<file path="src/rtl/prt_pkg.sv">
package prt_pkg;

    // Byte offsets of the register map
    localparam int unsigned OFF_CTRL   = 'h00;
    localparam int unsigned OFF_IEN    = 'h0C;
    localparam int unsigned OFF_STAT   = 'h10;
    localparam int unsigned OFF_EVT    = 'h14;
    localparam int unsigned OFF_MODE_A = 'h18;
    localparam int unsigned OFF_MODE_B = 'h1C;
    localparam int unsigned OFF_COUNT  = 'h24;
    localparam int unsigned OFF_DIV    = 'h28;
    localparam int unsigned OFF_LIMIT  = 'h2C;
    localparam int unsigned OFF_CMP0   = 'h34;
    localparam int unsigned OFF_OPT    = 'h50;

    // Bit positions inside the registers
    localparam int unsigned RUN_BIT  = 0;
    localparam int unsigned UIEN_BIT = 0;
    localparam int unsigned UFLG_BIT = 0;
    localparam int unsigned UGEN_BIT = 0;

    typedef enum logic [3:0] {
        SEL_NONE,
        SEL_CTRL,
        SEL_IEN,
        SEL_STAT,
        SEL_EVT,
        SEL_MODE_A,
        SEL_MODE_B,
        SEL_COUNT,
        SEL_DIV,
        SEL_LIMIT,
        SEL_CMP,
        SEL_OPT
    } reg_sel_e;

endpackage

</file>
<file path="src/rtl/prt_prescaler.sv">
module prt_prescaler #(
    parameter int DIV_W = 16
) (
    input  logic             clk,
    input  logic             rst_n,
    input  logic             run,
    input  logic             restart,
    input  logic [DIV_W-1:0] divide,
    output logic             tick
);

    typedef struct packed {
        logic [DIV_W-1:0] phase;
    } div_state_t;

    div_state_t st_d, st_q;

    // A tick fires once the phase has reached the divide value. Using >=
    // lets a smaller divide written mid-period take effect at once.
    assign tick = run && (st_q.phase >= divide);

    always_comb begin
        st_d = st_q;
        if (restart) begin
            st_d.phase = '0;
        end else if (tick) begin
            st_d.phase = '0;
        end else if (run) begin
            st_d.phase = st_q.phase + 1'b1;
        end
    end

    always_ff @(posedge clk or negedge rst_n) begin
        if (!rst_n) begin
            st_q <= '0;
        end else begin
            st_q <= st_d;
        end
    end

endmodule

</file>
<file path="src/rtl/prt_counter.sv">
module prt_counter #(
    parameter int CNT_W = 16
) (
    input  logic             clk,
    input  logic             rst_n,
    input  logic             tick,
    input  logic             load_en,
    input  logic [CNT_W-1:0] load_val,
    input  logic [CNT_W-1:0] limit,
    output logic [CNT_W-1:0] count,
    output logic             wrap
);

    typedef struct packed {
        logic [CNT_W-1:0] value;
    } cnt_state_t;

    cnt_state_t st_d, st_q;

    logic limit_live;

    assign limit_live = (limit != '0);
    // A bus load owns the edge, so it suppresses the wrap event.
    assign wrap  = tick && limit_live && (st_q.value == limit) && !load_en;
    assign count = st_q.value;

    always_comb begin
        st_d = st_q;
        if (load_en) begin
            st_d.value = load_val;
        end else if (wrap) begin
            st_d.value = '0;
        end else if (tick) begin
            st_d.value = st_q.value + 1'b1;
        end
    end

    always_ff @(posedge clk or negedge rst_n) begin
        if (!rst_n) begin
            st_q <= '0;
        end else begin
            st_q <= st_d;
        end
    end

    // without a tick or a load the count does not move
    a_r2_hold_when_idle: assert property (@(posedge clk) disable iff (!rst_n)
        (!$past(tick) && !$past(load_en)) |-> $stable(count));

    // a wrap event leaves the counter at zero
    a_r3_wrap_to_zero: assert property (@(posedge clk) disable iff (!rst_n)
        $past(wrap) |-> (count == '0));

endmodule

</file>
<file path="src/rtl/prt_regs.sv">
module prt_regs
    import prt_pkg::*;
#(
    parameter int DATA_W = 32,
    parameter int ADDR_W = 8,
    parameter int CNT_W  = 16,
    parameter int DIV_W  = 16,
    parameter int N_CMP  = 4
) (
    input  logic              clk,
    input  logic              rst_n,
    input  logic [ADDR_W-1:0] bus_addr,
    input  logic              bus_we,
    input  logic [DATA_W-1:0] bus_wdata,
    output logic [DATA_W-1:0] bus_rdata,
    input  logic              upd_evt,
    input  logic [CNT_W-1:0]  count,
    output logic              run,
    output logic [DIV_W-1:0]  divide,
    output logic [CNT_W-1:0]  limit,
    output logic              cnt_load,
    output logic [CNT_W-1:0]  cnt_load_val,
    output logic              div_restart,
    output logic              irq
);

    localparam int CMP_IDX_W = (N_CMP > 1) ? $clog2(N_CMP) : 1;

    typedef struct packed {
        logic [DATA_W-1:0]            ctrl;
        logic [DATA_W-1:0]            ien;
        logic [DATA_W-1:0]            mode_a;
        logic [DATA_W-1:0]            mode_b;
        logic [DATA_W-1:0]            option;
        logic [N_CMP-1:0][DATA_W-1:0] cmp;
        logic [DIV_W-1:0]             divide;
        logic [CNT_W-1:0]             limit;
        logic                         flag;
        logic                         irq;
    } reg_state_t;

    reg_state_t st_d, st_q;

    reg_sel_e             sel;
    logic [CMP_IDX_W-1:0] cmp_idx;
    logic [N_CMP-1:0]     cmp_hit;
    logic                 wr_evt_gen;
    logic                 upd_taken;

    // Address decode for the compare bank, one comparator per channel
    for (genvar g = 0; g < N_CMP; g++) begin : g_cmp_dec
        localparam logic [ADDR_W-1:0] CMP_ADDR = ADDR_W'(OFF_CMP0 + 4 * g);
        assign cmp_hit[g] = (bus_addr == CMP_ADDR);
    end

    always_comb begin
        sel     = SEL_NONE;
        cmp_idx = '0;
        if (bus_addr == ADDR_W'(OFF_CTRL))        sel = SEL_CTRL;
        else if (bus_addr == ADDR_W'(OFF_IEN))    sel = SEL_IEN;
        else if (bus_addr == ADDR_W'(OFF_STAT))   sel = SEL_STAT;
        else if (bus_addr == ADDR_W'(OFF_EVT))    sel = SEL_EVT;
        else if (bus_addr == ADDR_W'(OFF_MODE_A)) sel = SEL_MODE_A;
        else if (bus_addr == ADDR_W'(OFF_MODE_B)) sel = SEL_MODE_B;
        else if (bus_addr == ADDR_W'(OFF_COUNT))  sel = SEL_COUNT;
        else if (bus_addr == ADDR_W'(OFF_DIV))    sel = SEL_DIV;
        else if (bus_addr == ADDR_W'(OFF_LIMIT))  sel = SEL_LIMIT;
        else if (bus_addr == ADDR_W'(OFF_OPT))    sel = SEL_OPT;
        else begin
            for (int i = 0; i < N_CMP; i++) begin
                if (cmp_hit[i]) begin
                    sel     = SEL_CMP;
                    cmp_idx = CMP_IDX_W'(i);
                end
            end
        end
    end

    assign wr_evt_gen = bus_we && (sel == SEL_EVT) && bus_wdata[UGEN_BIT];
    assign upd_taken  = upd_evt && st_q.ien[UIEN_BIT];

    // Side effects towards the counter and the divider
    always_comb begin
        cnt_load     = 1'b0;
        cnt_load_val = '0;
        div_restart  = 1'b0;
        if (bus_we && (sel == SEL_COUNT)) begin
            cnt_load     = 1'b1;
            cnt_load_val = bus_wdata[CNT_W-1:0];
        end else if (wr_evt_gen) begin
            cnt_load     = 1'b1;
            cnt_load_val = '0;
            div_restart  = 1'b1;
        end
    end

    // Next-state logic for the stored registers
    always_comb begin
        st_d     = st_q;
        st_d.irq = upd_taken;
        if (bus_we) begin
            case (sel)
                SEL_CTRL:   st_d.ctrl   = bus_wdata;
                SEL_IEN:    st_d.ien    = bus_wdata;
                SEL_STAT:   st_d.flag   = st_q.flag & bus_wdata[UFLG_BIT];
                SEL_MODE_A: st_d.mode_a = bus_wdata;
                SEL_MODE_B: st_d.mode_b = bus_wdata;
                SEL_DIV:    st_d.divide = bus_wdata[DIV_W-1:0];
                SEL_LIMIT:  st_d.limit  = bus_wdata[CNT_W-1:0];
                SEL_OPT:    st_d.option = bus_wdata;
                SEL_CMP:    st_d.cmp[cmp_idx] = bus_wdata;
                default:    ;
            endcase
        end
        if (upd_taken) begin
            st_d.flag = 1'b1;
        end
    end

    always_ff @(posedge clk or negedge rst_n) begin
        if (!rst_n) begin
            st_q <= '0;
        end else begin
            st_q <= st_d;
        end
    end

    // Read port, combinational on the address
    always_comb begin
        bus_rdata = '0;
        case (sel)
            SEL_CTRL:   bus_rdata = st_q.ctrl;
            SEL_IEN:    bus_rdata = st_q.ien;
            SEL_STAT:   bus_rdata = DATA_W'(st_q.flag);
            SEL_EVT:    bus_rdata = '0;
            SEL_MODE_A: bus_rdata = st_q.mode_a;
            SEL_MODE_B: bus_rdata = st_q.mode_b;
            SEL_COUNT:  bus_rdata = DATA_W'(count);
            SEL_DIV:    bus_rdata = DATA_W'(st_q.divide);
            SEL_LIMIT:  bus_rdata = DATA_W'(st_q.limit);
            SEL_OPT:    bus_rdata = st_q.option;
            SEL_CMP:    bus_rdata = st_q.cmp[cmp_idx];
            default:    bus_rdata = '0;
        endcase
    end

    assign run    = st_q.ctrl[RUN_BIT];
    assign divide = st_q.divide;
    assign limit  = st_q.limit;
    assign irq    = st_q.irq;

    // an interrupt pulse implies the flag was latched with it
    a_r4_flag_with_irq: assert property (@(posedge clk) disable iff (!rst_n)
        irq |-> st_q.flag);

    // an interrupt pulse needs the enable bit and a running counter
    a_r4_irq_needs_enable: assert property (@(posedge clk) disable iff (!rst_n)
        irq |-> $past(st_q.ien[UIEN_BIT] && run));

    // no interrupt can follow a cycle with a zero limit
    a_r5_no_event_zero_limit: assert property (@(posedge clk) disable iff (!rst_n)
        irq |-> ($past(limit) != '0));

    // a software update-generate write leaves the counter at zero
    a_r7_evt_zeroes_count: assert property (@(posedge clk) disable iff (!rst_n)
        $past(wr_evt_gen) |-> (count == '0));

endmodule

</file>
<file path="src/rtl/prescaled_reload_timer.sv">
module prescaled_reload_timer #(
    parameter int DATA_W = 32,
    parameter int ADDR_W = 8,
    parameter int CNT_W  = 16,
    parameter int DIV_W  = 16,
    parameter int N_CMP  = 4
) (
    input  logic              clk,
    input  logic              rst_n,
    input  logic [ADDR_W-1:0] bus_addr,
    input  logic              bus_we,
    input  logic [DATA_W-1:0] bus_wdata,
    output logic [DATA_W-1:0] bus_rdata,
    output logic              irq
);

    logic             run;
    logic [DIV_W-1:0] divide;
    logic [CNT_W-1:0] limit;
    logic             cnt_load;
    logic [CNT_W-1:0] cnt_load_val;
    logic             div_restart;
    logic             tick;
    logic             wrap;
    logic [CNT_W-1:0] count;

    prt_regs #(
        .DATA_W (DATA_W),
        .ADDR_W (ADDR_W),
        .CNT_W  (CNT_W),
        .DIV_W  (DIV_W),
        .N_CMP  (N_CMP)
    ) u_regs (
        .clk          (clk),
        .rst_n        (rst_n),
        .bus_addr     (bus_addr),
        .bus_we       (bus_we),
        .bus_wdata    (bus_wdata),
        .bus_rdata    (bus_rdata),
        .upd_evt      (wrap),
        .count        (count),
        .run          (run),
        .divide       (divide),
        .limit        (limit),
        .cnt_load     (cnt_load),
        .cnt_load_val (cnt_load_val),
        .div_restart  (div_restart),
        .irq          (irq)
    );

    prt_prescaler #(
        .DIV_W (DIV_W)
    ) u_prescaler (
        .clk     (clk),
        .rst_n   (rst_n),
        .run     (run),
        .restart (div_restart),
        .divide  (divide),
        .tick    (tick)
    );

    prt_counter #(
        .CNT_W (CNT_W)
    ) u_counter (
        .clk      (clk),
        .rst_n    (rst_n),
        .tick     (tick),
        .load_en  (cnt_load),
        .load_val (cnt_load_val),
        .limit    (limit),
        .count    (count),
        .wrap     (wrap)
    );

endmodule

</file>
<file path="config.mk">
export PLATFORM = sky130hd
export DESIGN_NAME = prescaled_reload_timer
export DESIGN_NICKNAME = d
export VERILOG_FILES = /design/src/rtl/prt_pkg.sv /design/src/rtl/prt_prescaler.sv /design/src/rtl/prt_counter.sv /design/src/rtl/prt_regs.sv /design/src/rtl/prescaled_reload_timer.sv
export SDC_FILE = /design/constraint.sdc
export NUM_CORES = 1
export LEC_CHECK = 0
export BUFFER_PORTS_ARGS = -buffer_cell sky130_fd_sc_hd__buf_4
export CORE_ASPECT_RATIO = 1.1
export CORE_UTILIZATION = 50
export DETAILED_ROUTE_END_ITERATION = 10
export GPL_TIMING_DRIVEN = 0
export PLACE_DENSITY = 0.67
export SETUP_SLACK_MARGIN = 0.1
export SLEW_MARGIN = 20
export SYNTH_ARGS = -nofsm -noshare
export SYNTH_HDL_FRONTEND = slang
export SYNTH_SLANG_ARGS = --single-unit
</file>
<file path="constraint.sdc">
create_clock -name clk -period 4.1 [get_ports clk]
set_input_delay 0.82 -clock clk [delete_from_list [all_inputs] [get_ports clk]]
set_output_delay 0.82 -clock clk [all_outputs]
set_load 0.005 [all_outputs]
</file>
# --- Yosys cells after proc, flatten, opt, wreduce, memory -nomap -nowiden ---
# Index checks and enable logic that the tools add are counted.
totals:
  ff_bits: 354
  in_bits: 43
  output_inout_bits: 33
  elab_cells: 117
op_classes:
  n_addsub: 2
  n_lt_le_gt_ge: 3
  eq_ne: 25
  muxes: 46
  bitwise_logic: 1
  reduce_logical: 25
ops:
  columns: ["op", "count"]
  rows:
  - ["32-bit case mux with 10 select lines", 1]
  - ["128-bit bitwise mux", 1]
  - ["16-bit two-way mux", 7]
  - ["32-bit binary-select mux with 2-bit select", 1]
  - ["32-bit demux with 2-bit select", 1]
  - ["32-bit two-way mux", 2]
  - ["4-bit two-way mux", 14]
  - ["8-bit by 6-bit == test with 1-bit output (second input constant)", 6]
  - ["16-bit by 1-bit adder with 16-bit output (second input constant)", 2]
  - ["8-bit by 5-bit == test with 1-bit output (second input constant)", 4]
  - ["2-bit two-way mux", 12]
  - ["2-bit AND reduction", 9]
  - ["16-bit == test", 1]
  - ["4-bit by 3-bit == test with 1-bit output (second input constant)", 4]
  - ["4-bit == test (second input constant)", 4]
  - ["8-bit by 7-bit == test with 1-bit output (second input constant)", 2]
  - ["16-bit greater-or-equal comparator", 1]
  - ["16-bit nonzero test", 1]
  - ["1-bit logical AND", 9]
  - ["4-bit by 2-bit == test with 1-bit output (second input constant)", 2]
  - ["8-bit by 4-bit == test with 1-bit output (second input constant)", 1]
  - ["8-bit zero test", 1]
  - ["1-bit two-way mux", 7]
  - ["3-bit nonzero test", 2]
  - ["6 further kinds", 7]

# --- Longest topological paths before layout ---
# Gate-level depths: netlist of run 1.
depth:
  word_depth: 25
  mapped_depth: 11
  mapped_depth_nobuf: 9

# --- Modules after synthesis ---
# A second synthesis of run 1 with hierarchy kept.
hier_totals:
  hier_cells: 1461
  area_unflattened_um2: 17865.9
by_module_without_submodules:
  columns: ["module", "instances", "cells_each", "area_each_um2", "seq_area_each_um2"]
  rows:
  - ["prt_regs", 1, 1166, 15223.4, 8057.7]
  - ["prt_prescaler", 1, 153, 1363.8, 400.4]
  - ["prt_counter", 1, 142, 1278.7, 400.4]

# --- Worst setup path before layout of run 1 ---
# OpenSTA, ideal clock, no wires.
synth_path:
  path_type: "input-to-output"
  startpoint: "in bus_addr[6]"
  endpoint: "out bus_rdata[12]"
  arrival_time_ps: 2628
  required_time_ps: 3280
  path_slack_ps: 652
  cell_stages: 8
  path_cell_list: "buf_2 -> nor4_4 -> nand3_1 -> nor2_1 -> clkbuf_1 -> a222oi_1 -> a21boi_0 -> o2111ai_1"
synth_via:
  elab_chain_len: 17
  elab_cells_between_ends: 54
synth_lines:
  columns: ["element", "line", "text"]
  rows:
  - ["from (decl)", "prescaled_reload_timer.sv:10", "input logic [ADDR_W-1:0] bus_addr,"]
  - ["8-bit by 6-bit == test with 1-bit output", "prt_regs.sv:53", "assign cmp_hit[g] = (bus_addr == CMP_ADDR);"]
  - ["1-bit two-way mux / 4-bit two-way mux (equally long branches)", "prt_regs.sv:71", "if (cmp_hit[i]) begin"]
  - ["2-bit two-way mux / 4-bit two-way mux (equally long branches) (2 in series)", "prt_regs.sv:71", null]
  - ["2-bit two-way mux / 4-bit two-way mux (equally long branches)", "prt_regs.sv:68, prt_regs.sv:71", null]
  - ["2-bit two-way mux / 4-bit two-way mux (equally long branches)", "prt_regs.sv:67, prt_regs.sv:68", null]
  - ["2-bit two-way mux / 4-bit two-way mux (equally long branches)", "prt_regs.sv:66, prt_regs.sv:67", null]
  - ["2-bit two-way mux / 4-bit two-way mux (equally long branches)", "prt_regs.sv:65, prt_regs.sv:66", null]
  - ["2-bit two-way mux / 4-bit two-way mux (equally long branches)", "prt_regs.sv:64, prt_regs.sv:65", null]
  - ["2-bit two-way mux / 4-bit two-way mux (equally long branches)", "prt_regs.sv:63, prt_regs.sv:64", null]
  - ["2-bit two-way mux / 4-bit two-way mux (equally long branches)", "prt_regs.sv:62, prt_regs.sv:63", null]
  - ["2-bit two-way mux / 4-bit two-way mux (equally long branches)", "prt_regs.sv:61, prt_regs.sv:62", null]
  - ["2-bit two-way mux / 4-bit two-way mux (equally long branches)", "prt_regs.sv:60, prt_regs.sv:61", null]
  - ["2-bit two-way mux / 4-bit two-way mux (equally long branches)", "prt_regs.sv:59, prt_regs.sv:60", null]
  - ["32-bit binary-select mux with 2-bit select / 4-bit two-way mux (equally long branches)", "prt_regs.sv:142, prt_regs.sv:59", null]
  - ["32-bit two-way mux (not written as such), or another cell as far along", "prt_regs.sv:142", "SEL_CMP: bus_rdata = st_q.cmp[cmp_idx];"]
  - ["32-bit case mux with 10 select lines *", "prt_regs.sv:131", "case (sel)"]
  - ["to (decl)", "prescaled_reload_timer.sv:13", "output logic [DATA_W-1:0] bus_rdata,"]
# Mark *: on every way between the ends. The rest lies on a longest branch, timed or not. The select of a mux whose other input is x is not followed.

# --- Worst setup path in the final report of run 1 ---
layout_path:
  startpoint: "in bus_addr[4]"
  endpoint: "out bus_rdata[11]"
# The elaborated chain is that of the path after synthesis.

==> flow_summary.ini, run 1 <==
[outcome]
status = finished clean

[setup_path]
regToRegEndpoint = u_counter.count[12]$_DFFE_PN0P_
crit_buf_inv = 4
path_class = input pin to output pin
r2r_slack_ps = 1200
cp_top_family = buffers and inverters
startpoint = bus_addr[4]
path_cells = buf_4, buf_2, or3_1, nor2_1, clkbuf_2, a221oi_1, o2111ai_1, buf_4
required_ps = 3280
r2r_start = u_regs.divide[1]$_DFFE_PN0P_
slowest_stage = nor2_1
worstSetupStartpointType = input pin
cpPeakStageDelay_ps = 520
worst-r2r-cell-count = 10
critPathMaxFanout = 10
cp_common_cell = buf_4
arrival_ps = 3060
crit_path_end_kind = output pin

[cts]
tritoncts = done
max-clock-path-buffers = 3
insertion_delay_ps = 540
numCtsBuffers = 40
cts.sinks = 354
cts_root_buffer = clkbuf_16
htree_num_levels = 2
clk_pin_slew_ps = 60

[final_layout]
finalNetCount = 1477
fillers = 2702
diodes = 0
layout-drive-gt1-share = 0.375
final_cells = 1870
register_area_sq_mm = 0.00886
area_delta_synth_final_pct = 16.1
multi_input_area_sq_mm = 0.00731

[placement]
place_hpwl_um = 31300
numPortBuffers = 72
placed_cells = 1796
gp_congestion = 0.941

[route]
drc = 0
first_pass_iters = 8
viasPerCell = 6.32
drtIter0Drc = 1236
vias = 11814
post_drt_wl_per_cell_um = 24.6
drt-total-wl_um = 46100
ant_nets = 0

[sta]
rsz0062_at_grt = false
fin_worst_skew_ps = 19.9
worst_pin_slew_ps = 1060
fin_crit_ps = 3880
finalHoldViolCount = 0
drv_slew = 0
final-setup-viol-count = 0
hold_slack_ps = 252
period_share = 0.948
max-slew-margin-rel = 0.288
max_clock_freq_ghz = 0.257

[synthesis]
ys.flop_type = dfrtp_1
synthArstFlopShare = 1.00
yosys.area.top_type_share = 0.534
synth_area_sq_mm = 0.0166
synth_area_leader_cell = dfrtp_1
syn_inst = 1295
yosysWarnings = 0
synth_area_leaders = dfrtp_1 53%, mux2_2 21%, a222oi_1 3.9%, nand2_1 1.5%, a21boi_0 1.4%
syn_nets = 1356
seq_area_frac_synth = 0.534
synth_cell_types = 66
ys_seq_elements = 354
synth-edff-count = 0
avgSynthCellArea_sq_um = 12.8

[global_routing]
grt-ovfl-total = 0
antenna_found_initial = 1
grt_max_degree = 99
grt_pass1_wl_um = 70300
grt_pass1_vias = 11807
grt_usage = 0.276

[die]
die_h_um = 193
die-area_sq_mm = 0.0339
die_x_um = 176
initial_core_util = 0.511
core-area_sq_mm = 0.0325
ios = 76
core.rowCount = 69

[run]
maxCapViolations = 0

[pwr]
power.density_mw_per_mm2 = 416
peakVddDrop_v = 0.000361
power_leakage_nw = 9.20
power_mw = 8.02

[worst_hold_path]
hold_class = input pin to async pin
## state kept, by name, indices dropped and copies added, names as in the netlist
signal,flops
u_prescaler.st_q,16
u_regs.limit,16
u_counter.count,16
u_regs.irq,1
u_regs.st_q,288
u_regs.run,1
u_regs.divide,16
## area by class of cell
type	instances	area share
clock inverter	12	0.00799
multi-input combinational	824	0.380
sequential	354	0.460
timing repair buffer	79	0.0343
clock buffer	58	0.0619
inverter	20	0.00390
tap	426	0.0277
buffer	97	0.0246
## per-stage QoR
stage	setup slack (ps)	cell area (sq um)	util	setup TNS, ps
global placement	-1170	17700	0.544	-406730
detailed placement	-715	17800	0.547	-13680
finish	215	19300	0.593	0
CTS	120	19200	0.593	0
global route	112	19300	0.593	0
floorplan	652	16600	-	0
## cells in the mapped netlist, drive strengths merged, types with 16 or more instances
| cell type | instances |
|---|---|
| buf | 39 |
| nor2 | 32 |
| dfrtp | 354 |
| o211ai | 16 |
| o2111ai | 17 |
| a22o | 22 |
| a21boi | 33 |
| nand2 | 68 |
| a221oi | 19 |
| o21ai | 18 |
| a222oi | 64 |
| mux2 | 320 |
| clkbuf | 58 |
| inv | 20 |
| ha | 18 |
| xnor2 | 19 |
| a22oi | 21 |
| a21oi | 36 |
## worst register-to-register path, stage by stage (launching register included)
cell and delay [ps]:
dfrtp_1 400, inv_1 140, ha_1 250, o211ai_1 170
a21oi_1 70, o41ai_1 490, a221o_1 470, nand2_1 290
buf_2 280, a21oi_1 170, a21oi_1 60
## worst max-delay path by stage
stage	endpoint	slack (ps)	cells after the start
2_1_floorplan	bus_rdata[12]	650	8
3_3_place_gp	u_regs.st_q[51]$_DFFE_PN0P_	-1170	1
3_5_place_dp	bus_rdata[0]	-710	9
4_1_cts	bus_rdata[0]	120	10
5_1_grt	bus_rdata[11]	110	8
6_report	bus_rdata[11]	220	8
## cell families after synthesis
group,synth area share
adders and majority gates,0.0136
and+or+nand+nor,0.0587
muxes,0.217
xor gates and xnor gates,0.0116
DFF,0.534
AOI/OAI and AO/OA,0.136
buffers and inverters,0.0294
## per-layer routing
metal	global-route usage	vias up	routed length, um
met3	0.0467	99	2890
li1	-	5184	-
met5	0	-	13
met4	0.103	2	1620
met1	0.361	6106	19100
met2	0.462	423	22400
## report_power, final
part	total (mW)	internal [mW]	switching [mW]	leakage (nW)
Combinational	0.580	0.256	0.324	3.66
Clock	3.64	2.21	1.43	0.666
Sequential	3.80	3.67	0.134	4.87
## placed cells by master, fill, tap and decap left out, types with 5 or more instances in the layout
cell / instances
dfrtp_1: 354
mux2_2: 313
buf_4: 80
nand2_1: 68
a222oi_1: 64
clkbuf_16: 42
a21oi_1: 35
clkbuf_1: 33
a21boi_0: 31
clkbuf_2: 27
nor2_1: 24
buf_2: 22
a22o_1: 22
a22oi_1: 21
inv_1: 20
a221oi_1: 19
xnor2_1: 19
ha_1: 18
o211ai_1: 16
o2111ai_1: 16
o21ai_0: 15
buf_1: 13
nand3_1: 12
and3_1: 11
clkbuf_8: 9
nand4_1: 9
nor3_1: 8
mux2_1: 7
a21o_1: 6
clkinv_2: 6
nor4_1: 5
a221o_1: 5
## timing repair
action / CTS / global route
buffers inserted: 3 / 1
hold buffers: 0 / 0
endpoints found under the setup margin: 32 / 23
gates resized for setup: 51 / 9
pin swaps: 3 / 2
(Power assumes the default switching activity.)
==> run 2, diff against run 1 <==
- BUFFER_PORTS_ARGS: -buffer_cell sky130_fd_sc_hd__buf_4 -> -buffer_cell sky130_fd_sc_hd__buf_2
==> run 2 against run 1 <==
  * Via count fell by 0.83%
  * Clock power barely moved
  * Total power fell by 0.48%
  * Critical path depth rose by 1
  * Clock skew rose by 1.1 ps
  * Die area did not move
  * Final area fell by 0.97%
  * Setup slack got worse by 12 ps
  * Sequential power barely moved
  * Routed wire length fell by 0.76%
  * Critical path type unchanged
  * Largest cell class unchanged
==> flow_summary.ini, run 2 (same netlist as run 1, synthesis figures left out) <==
[final_layout]
final_cells = 1866
layout_commonest_cell = dfrtp_1
area_delta_synth_final_pct = 15.0
layout-drive-gt1-share = 0.371
max_flop_register = u_regs.st_q
finalNetCount = 1476
fillers = 2741
most-common-layout-cells = 354 x dfrtp_1, 313 x mux2_2, 92 x buf_2
largest_reg_flops = 288
fin_area_sq_mm = 0.0191

[global_routing]
grt_max_degree = 92
grt_usage = 0.274
grt-ovfl-total = 0
grt_pass1_wl_um = 70400
grt_pass1_vias = 11947
antenna_found_initial = 2

[placement]
numPortBuffers = 72
placed_cells = 1797
place_hpwl_um = 30900
gp_congestion = 0.950
dpl_cell_area_sq_mm = 0.0176

[worst_hold_path]
hold_class = input pin to async pin

[sta]
period_share = 0.950
finalHoldViolCount = 0
max_clock_freq_ghz = 0.257
fin_crit_ps = 3900
fin_worst_skew_ps = 20.9
finalSetupTns_ps = 0
max-slew-margin-rel = 0.288
drv_slew = 0
rsz0062_at_grt = false
final-setup-viol-count = 0
worst_pin_slew_ps = 1060

[die]
die_x_um = 176
core.rowCount = 69
die_h_um = 193
die-area_sq_mm = 0.0339
core-area_sq_mm = 0.0325
initial_core_util = 0.511
ios = 76

[setup_path]
cp_top_family = simple AND/OR/NAND/NOR gates
critPathMaxFanout = 10
r2r_start = u_regs.divide[1]$_DFFE_PN0P_
path_cells = buf_2, nor3_4, nand3_2, nor3_4, clkbuf_4, a222oi_1, a21boi_0, o211ai_1, buf_2
required_ps = 3280
arrival_ps = 3080
slowest_stage = nor3_4
crit_buf_inv = 3
startpoint = bus_addr[7]
cpPeakStageDelay_ps = 420
path_class = input pin to output pin
crit_path_end_kind = output pin
worstSetupStartpointType = input pin
r2r_slack_ps = 1190

[cts]
clk_pin_slew_ps = 60
cts.sinks = 354
numCtsBuffers = 40
cts_hold_buf = 0
max-clock-path-buffers = 3
insertion_delay_ps = 550
cts_root_buffer = clkbuf_16
tritoncts = done
htree_num_levels = 2

[pwr]
combPwrFrac = 0.071
pwr-share-clk = 0.453
peakVddDrop_v = 0.000364
p_sw_frac = 0.238
power.density_mw_per_mm2 = 418
intPower_mw = 6.08
power_leakage_nw = 9.14
seq_power_share = 0.476
p_sw_mw = 1.90

[route]
first_pass_iters = 8
drt-total-wl_um = 45700
drtIter0Drc = 1009
ant_nets = 0
post_drt_wl_per_cell_um = 24.5
vias = 11716
viasPerCell = 6.28
drc = 0

[run]
maxCapViolations = 0

[outcome]
status = finished clean
## run 2: cell count changes in the layout (fill, tap and decap cells not counted), sizes merged
cell and delta:
inv +3, clkinvlp +1, bufinv +1, buf -2, diode +1, clkinv -6
clkbuf -2
## run 2: area by class of cell
class                   instances  area [sq um]  area share
flip-flops and latches        354          8860       0.465
repair buffers                 78           495      0.0260
inverters                      20          75.1     0.00394
clock buffers                  55          1120      0.0586
clock inverters                11           194      0.0102
plain buffers                  97           472      0.0247
multi-input cells             824          7320       0.384
well taps                     426           533      0.0279
diodes                          1          2.50    0.000131
## run 2: metrics by stage
stage | utilization | power (mW) | hold WS (ps) | worst slack (ps)
CTS | 0.585 | 8.03 | 158 | 58.8
detailed placement | 0.542 | 4.42 | 476 | -670
finish | 0.587 | 7.98 | 159 | 203
floorplan | - | 4.16 | 450 | 652
global placement | 0.539 | 4.39 | 469 | -4670
global route | 0.587 | 8.26 | 171 | 102
## run 2: what timing repair did
| action | in CTS | in global routing |
|---|---|---|
| setup endpoints to repair | 32 | 32 |
| cloned | 0 | 0 |
| pin swaps | 0 | 3 |
| gates resized for setup | 41 | 26 |
| buffers inserted | 0 | 2 |
## run 2: final timing paths
kind                                                  end  cells past startpoint
setup / recovery                            bus_rdata[31]                      9
min in group clk             u_regs.st_q[140]$_DFFE_PN0P_                      1
setup reg to reg           u_counter.count[6]$_DFFE_PN0P_                     10
hold / removal               u_regs.st_q[105]$_DFFE_PN0P_                      1
hold reg to reg              u_regs.st_q[140]$_DFFE_PN0P_                      1
max in group asynchronous    u_regs.st_q[114]$_DFFE_PN0P_                      3
## run 2: routing by layer
layer	vias to the layer above	share of wire	global-route usage
li1	5192	-	-
met1	6090	0.43	0.364
met2	344	0.49	0.468
met3	86	0.050	0.0365
met4	4	0.026	0.0809
met5	-	0.00050	0
## run 2: power by group through the flow
stage	registers, mW	clock network [mW]	logic [mW]
finish	3.80	3.61	0.570
detailed placement	3.85	0	0.569
floorplan	3.81	0	0.348
global route	3.81	3.81	0.638
CTS	3.79	3.66	0.576
global placement	3.85	0	0.539
==> run 3, diff against run 2 <==
- MAX_ROUTING_LAYER: default -> met4
==> run 3 against run 2 <==
  * The run now ends with DRC left
  * Clock power is 7.8% lower
  * Via count is 1.1% higher
  * Sequential cell count stayed put
  * First-iteration DRC count is 24% higher
  * Clock-buffer cell count stayed put
  * Die area stayed put
  * Sequential power hardly changed
  * Critical path type unchanged
==> flow_summary.ini, run 3 (same netlist as run 1, synthesis figures left out) <==
[outcome]
status = finished with violations
violations = DRC

[sta]
finalHoldViolCount = 0
drv_slew = 0
rsz0062_at_grt = false
final-setup-viol-count = 0
hold_slack_ps = 218
fin_crit_ps = 3920
worst_pin_slew_ps = 1030
finalSetupTns_ps = 0
fin_worst_skew_ps = 30.0
max-slew-margin-rel = 0.309
period_share = 0.956
max_clock_freq_ghz = 0.255

[placement]
gp_congestion = 0.961
place_hpwl_um = 31100
numPortBuffers = 72
placed_cells = 1797

[route]
post_drt_wl_per_cell_um = 24.6
first_pass_iters = 11
drt-total-wl_um = 45900
ant_nets = 0
viasPerCell = 6.36
drtIter0Drc = 1256
vias = 11843
drc = 1

[final_layout]
register_area_sq_mm = 0.00886
final_cells = 1863
most-common-layout-cells = 354 x dfrtp_1, 313 x mux2_2, 93 x buf_2
layout-drive-gt1-share = 0.372
area_delta_synth_final_pct = 14.3
largest_reg_flops = 288
finalNetCount = 1475
max_flop_register = u_regs.st_q
layout_commonest_cell = dfrtp_1
fillers = 2724
multi_input_area_sq_mm = 0.00733
final_util = 0.584

[setup_path]
crit_buf_inv = 5
regToRegEndpoint = u_counter.count[11]$_DFFE_PN0P_
worst-r2r-cell-count = 10
r2r_start = u_regs.divide[1]$_DFFE_PN0P_
cp_top_family = buffers and inverters
crit_cells = 9
critPathMaxFanout = 10
path_class = input pin to output pin
path_cells = buf_2, clkbuf_1, nand3b_1, buf_4, nor2_4, clkbuf_2, a222oi_1, o2111ai_1, buf_2
required_ps = 3280
endpoint = bus_rdata[15]
crit_path_end_kind = output pin
worstSetupStartpointType = input pin
startpoint = bus_addr[2]
r2r_slack_ps = 1190
arrival_ps = 3100
slowest_stage = a222oi_1
cp_common_cell = buf_2
cpPeakStageDelay_ps = 660

[global_routing]
antenna_found_initial = 2
grt_usage = 0.282
grt_pass1_vias = 11713
grt_max_degree = 83
grt_pass1_wl_um = 70300
grt-ovfl-total = 0

[run]
maxCapViolations = 0

[cts]
numCtsBuffers = 39
tritoncts = done
cts.sinks = 354
cts_root_buffer = clkbuf_16
max-clock-path-buffers = 3
insertion_delay_ps = 540
cts_hold_buf = 0
clk_pin_slew_ps = 50
htree_num_levels = 2

[die]
die-area_sq_mm = 0.0339
initial_core_util = 0.511
core-area_sq_mm = 0.0325
core.rowCount = 69
die_h_um = 193
die_x_um = 176
ios = 76

[pwr]
power.density_mw_per_mm2 = 406
power_leakage_nw = 9.09
peakVddDrop_v = 0.000360

[worst_hold_path]
hold_class = input pin to async pin
run 3: cell count changes in the layout (fill, tap and decap cells not counted), moves of 2 or more:
| cell | delta |
|---|---|
| bufinv_16 | -4 |
| clkbuf_1 | -3 |
| clkbuf_8 | +3 |
| clkinv_2 | +2 |
run 3: worst min path at each step:
stage / start / endpoint / slack [ps]
6_report: rst_n / u_regs.st_q[137]$_DFFE_PN0P_ / 220
3_5_place_dp: u_regs.st_q[132]$_DFFE_PN0P_ / u_regs.st_q[132]$_DFFE_PN0P_ / 480
4_1_cts: rst_n / u_regs.st_q[137]$_DFFE_PN0P_ / 240
5_1_grt: rst_n / u_regs.st_q[137]$_DFFE_PN0P_ / 250
3_3_place_gp: u_regs.st_q[132]$_DFFE_PN0P_ / u_regs.st_q[132]$_DFFE_PN0P_ / 470
2_1_floorplan: u_regs.st_q[1]$_DFFE_PN0P_ / u_regs.st_q[1]$_DFFE_PN0P_ / 450
run 3: cell type report:
| cell class | count | area share |
|---|---|---|
| Sequential cell | 354 | 0.467 |
| Clock buffer | 55 | 0.0605 |
| Antenna cell | 2 | 0.000264 |
| Multi-Input combinational cell | 824 | 0.386 |
| Buffer | 97 | 0.0247 |
| Tap cell | 426 | 0.0281 |
| Clock inverter | 7 | 0.00277 |
| Inverter | 20 | 0.00396 |
| Timing Repair Buffer | 78 | 0.0261 |
run 3: what timing repair did:
action	in CTS	in global routing
endpoints found under the setup margin	32	32
resized for setup	41	26
buffers inserted	0	2
pin swaps	0	3
run 3: routing by layer:
| metal | track usage | vias up | wire length (um) |
|---|---|---|---|
| met1 | 0.370 | 6187 | 19700 |
| met5 | - | - | 0 |
| met3 | 0.0408 | 82 | 2520 |
| met4 | 0.0876 | 0 | 1240 |
| met2 | 0.455 | 388 | 22400 |
| li1 | - | 5186 | - |
run 3: per-stage QoR:
step	instance area (sq um)	power (mW)	worst slack, ps
6_report	19000	7.70	182
3_5_place_dp	17600	4.42	-674
5_1_grt	19000	7.98	95.9
2_1_floorplan	16600	4.16	652
3_3_place_gp	17500	4.39	-4700
4_1_cts	18900	7.74	59.5
run 3: where the power goes:
| part | total [mW] | switching, mW | internal (mW) |
|---|---|---|---|
| logic | 0.575 | 0.328 | 0.247 |
| registers | 3.80 | 0.132 | 3.67 |
| clock network | 3.33 | 1.39 | 1.94 |
| total | 7.70 | 1.85 | 5.85 |
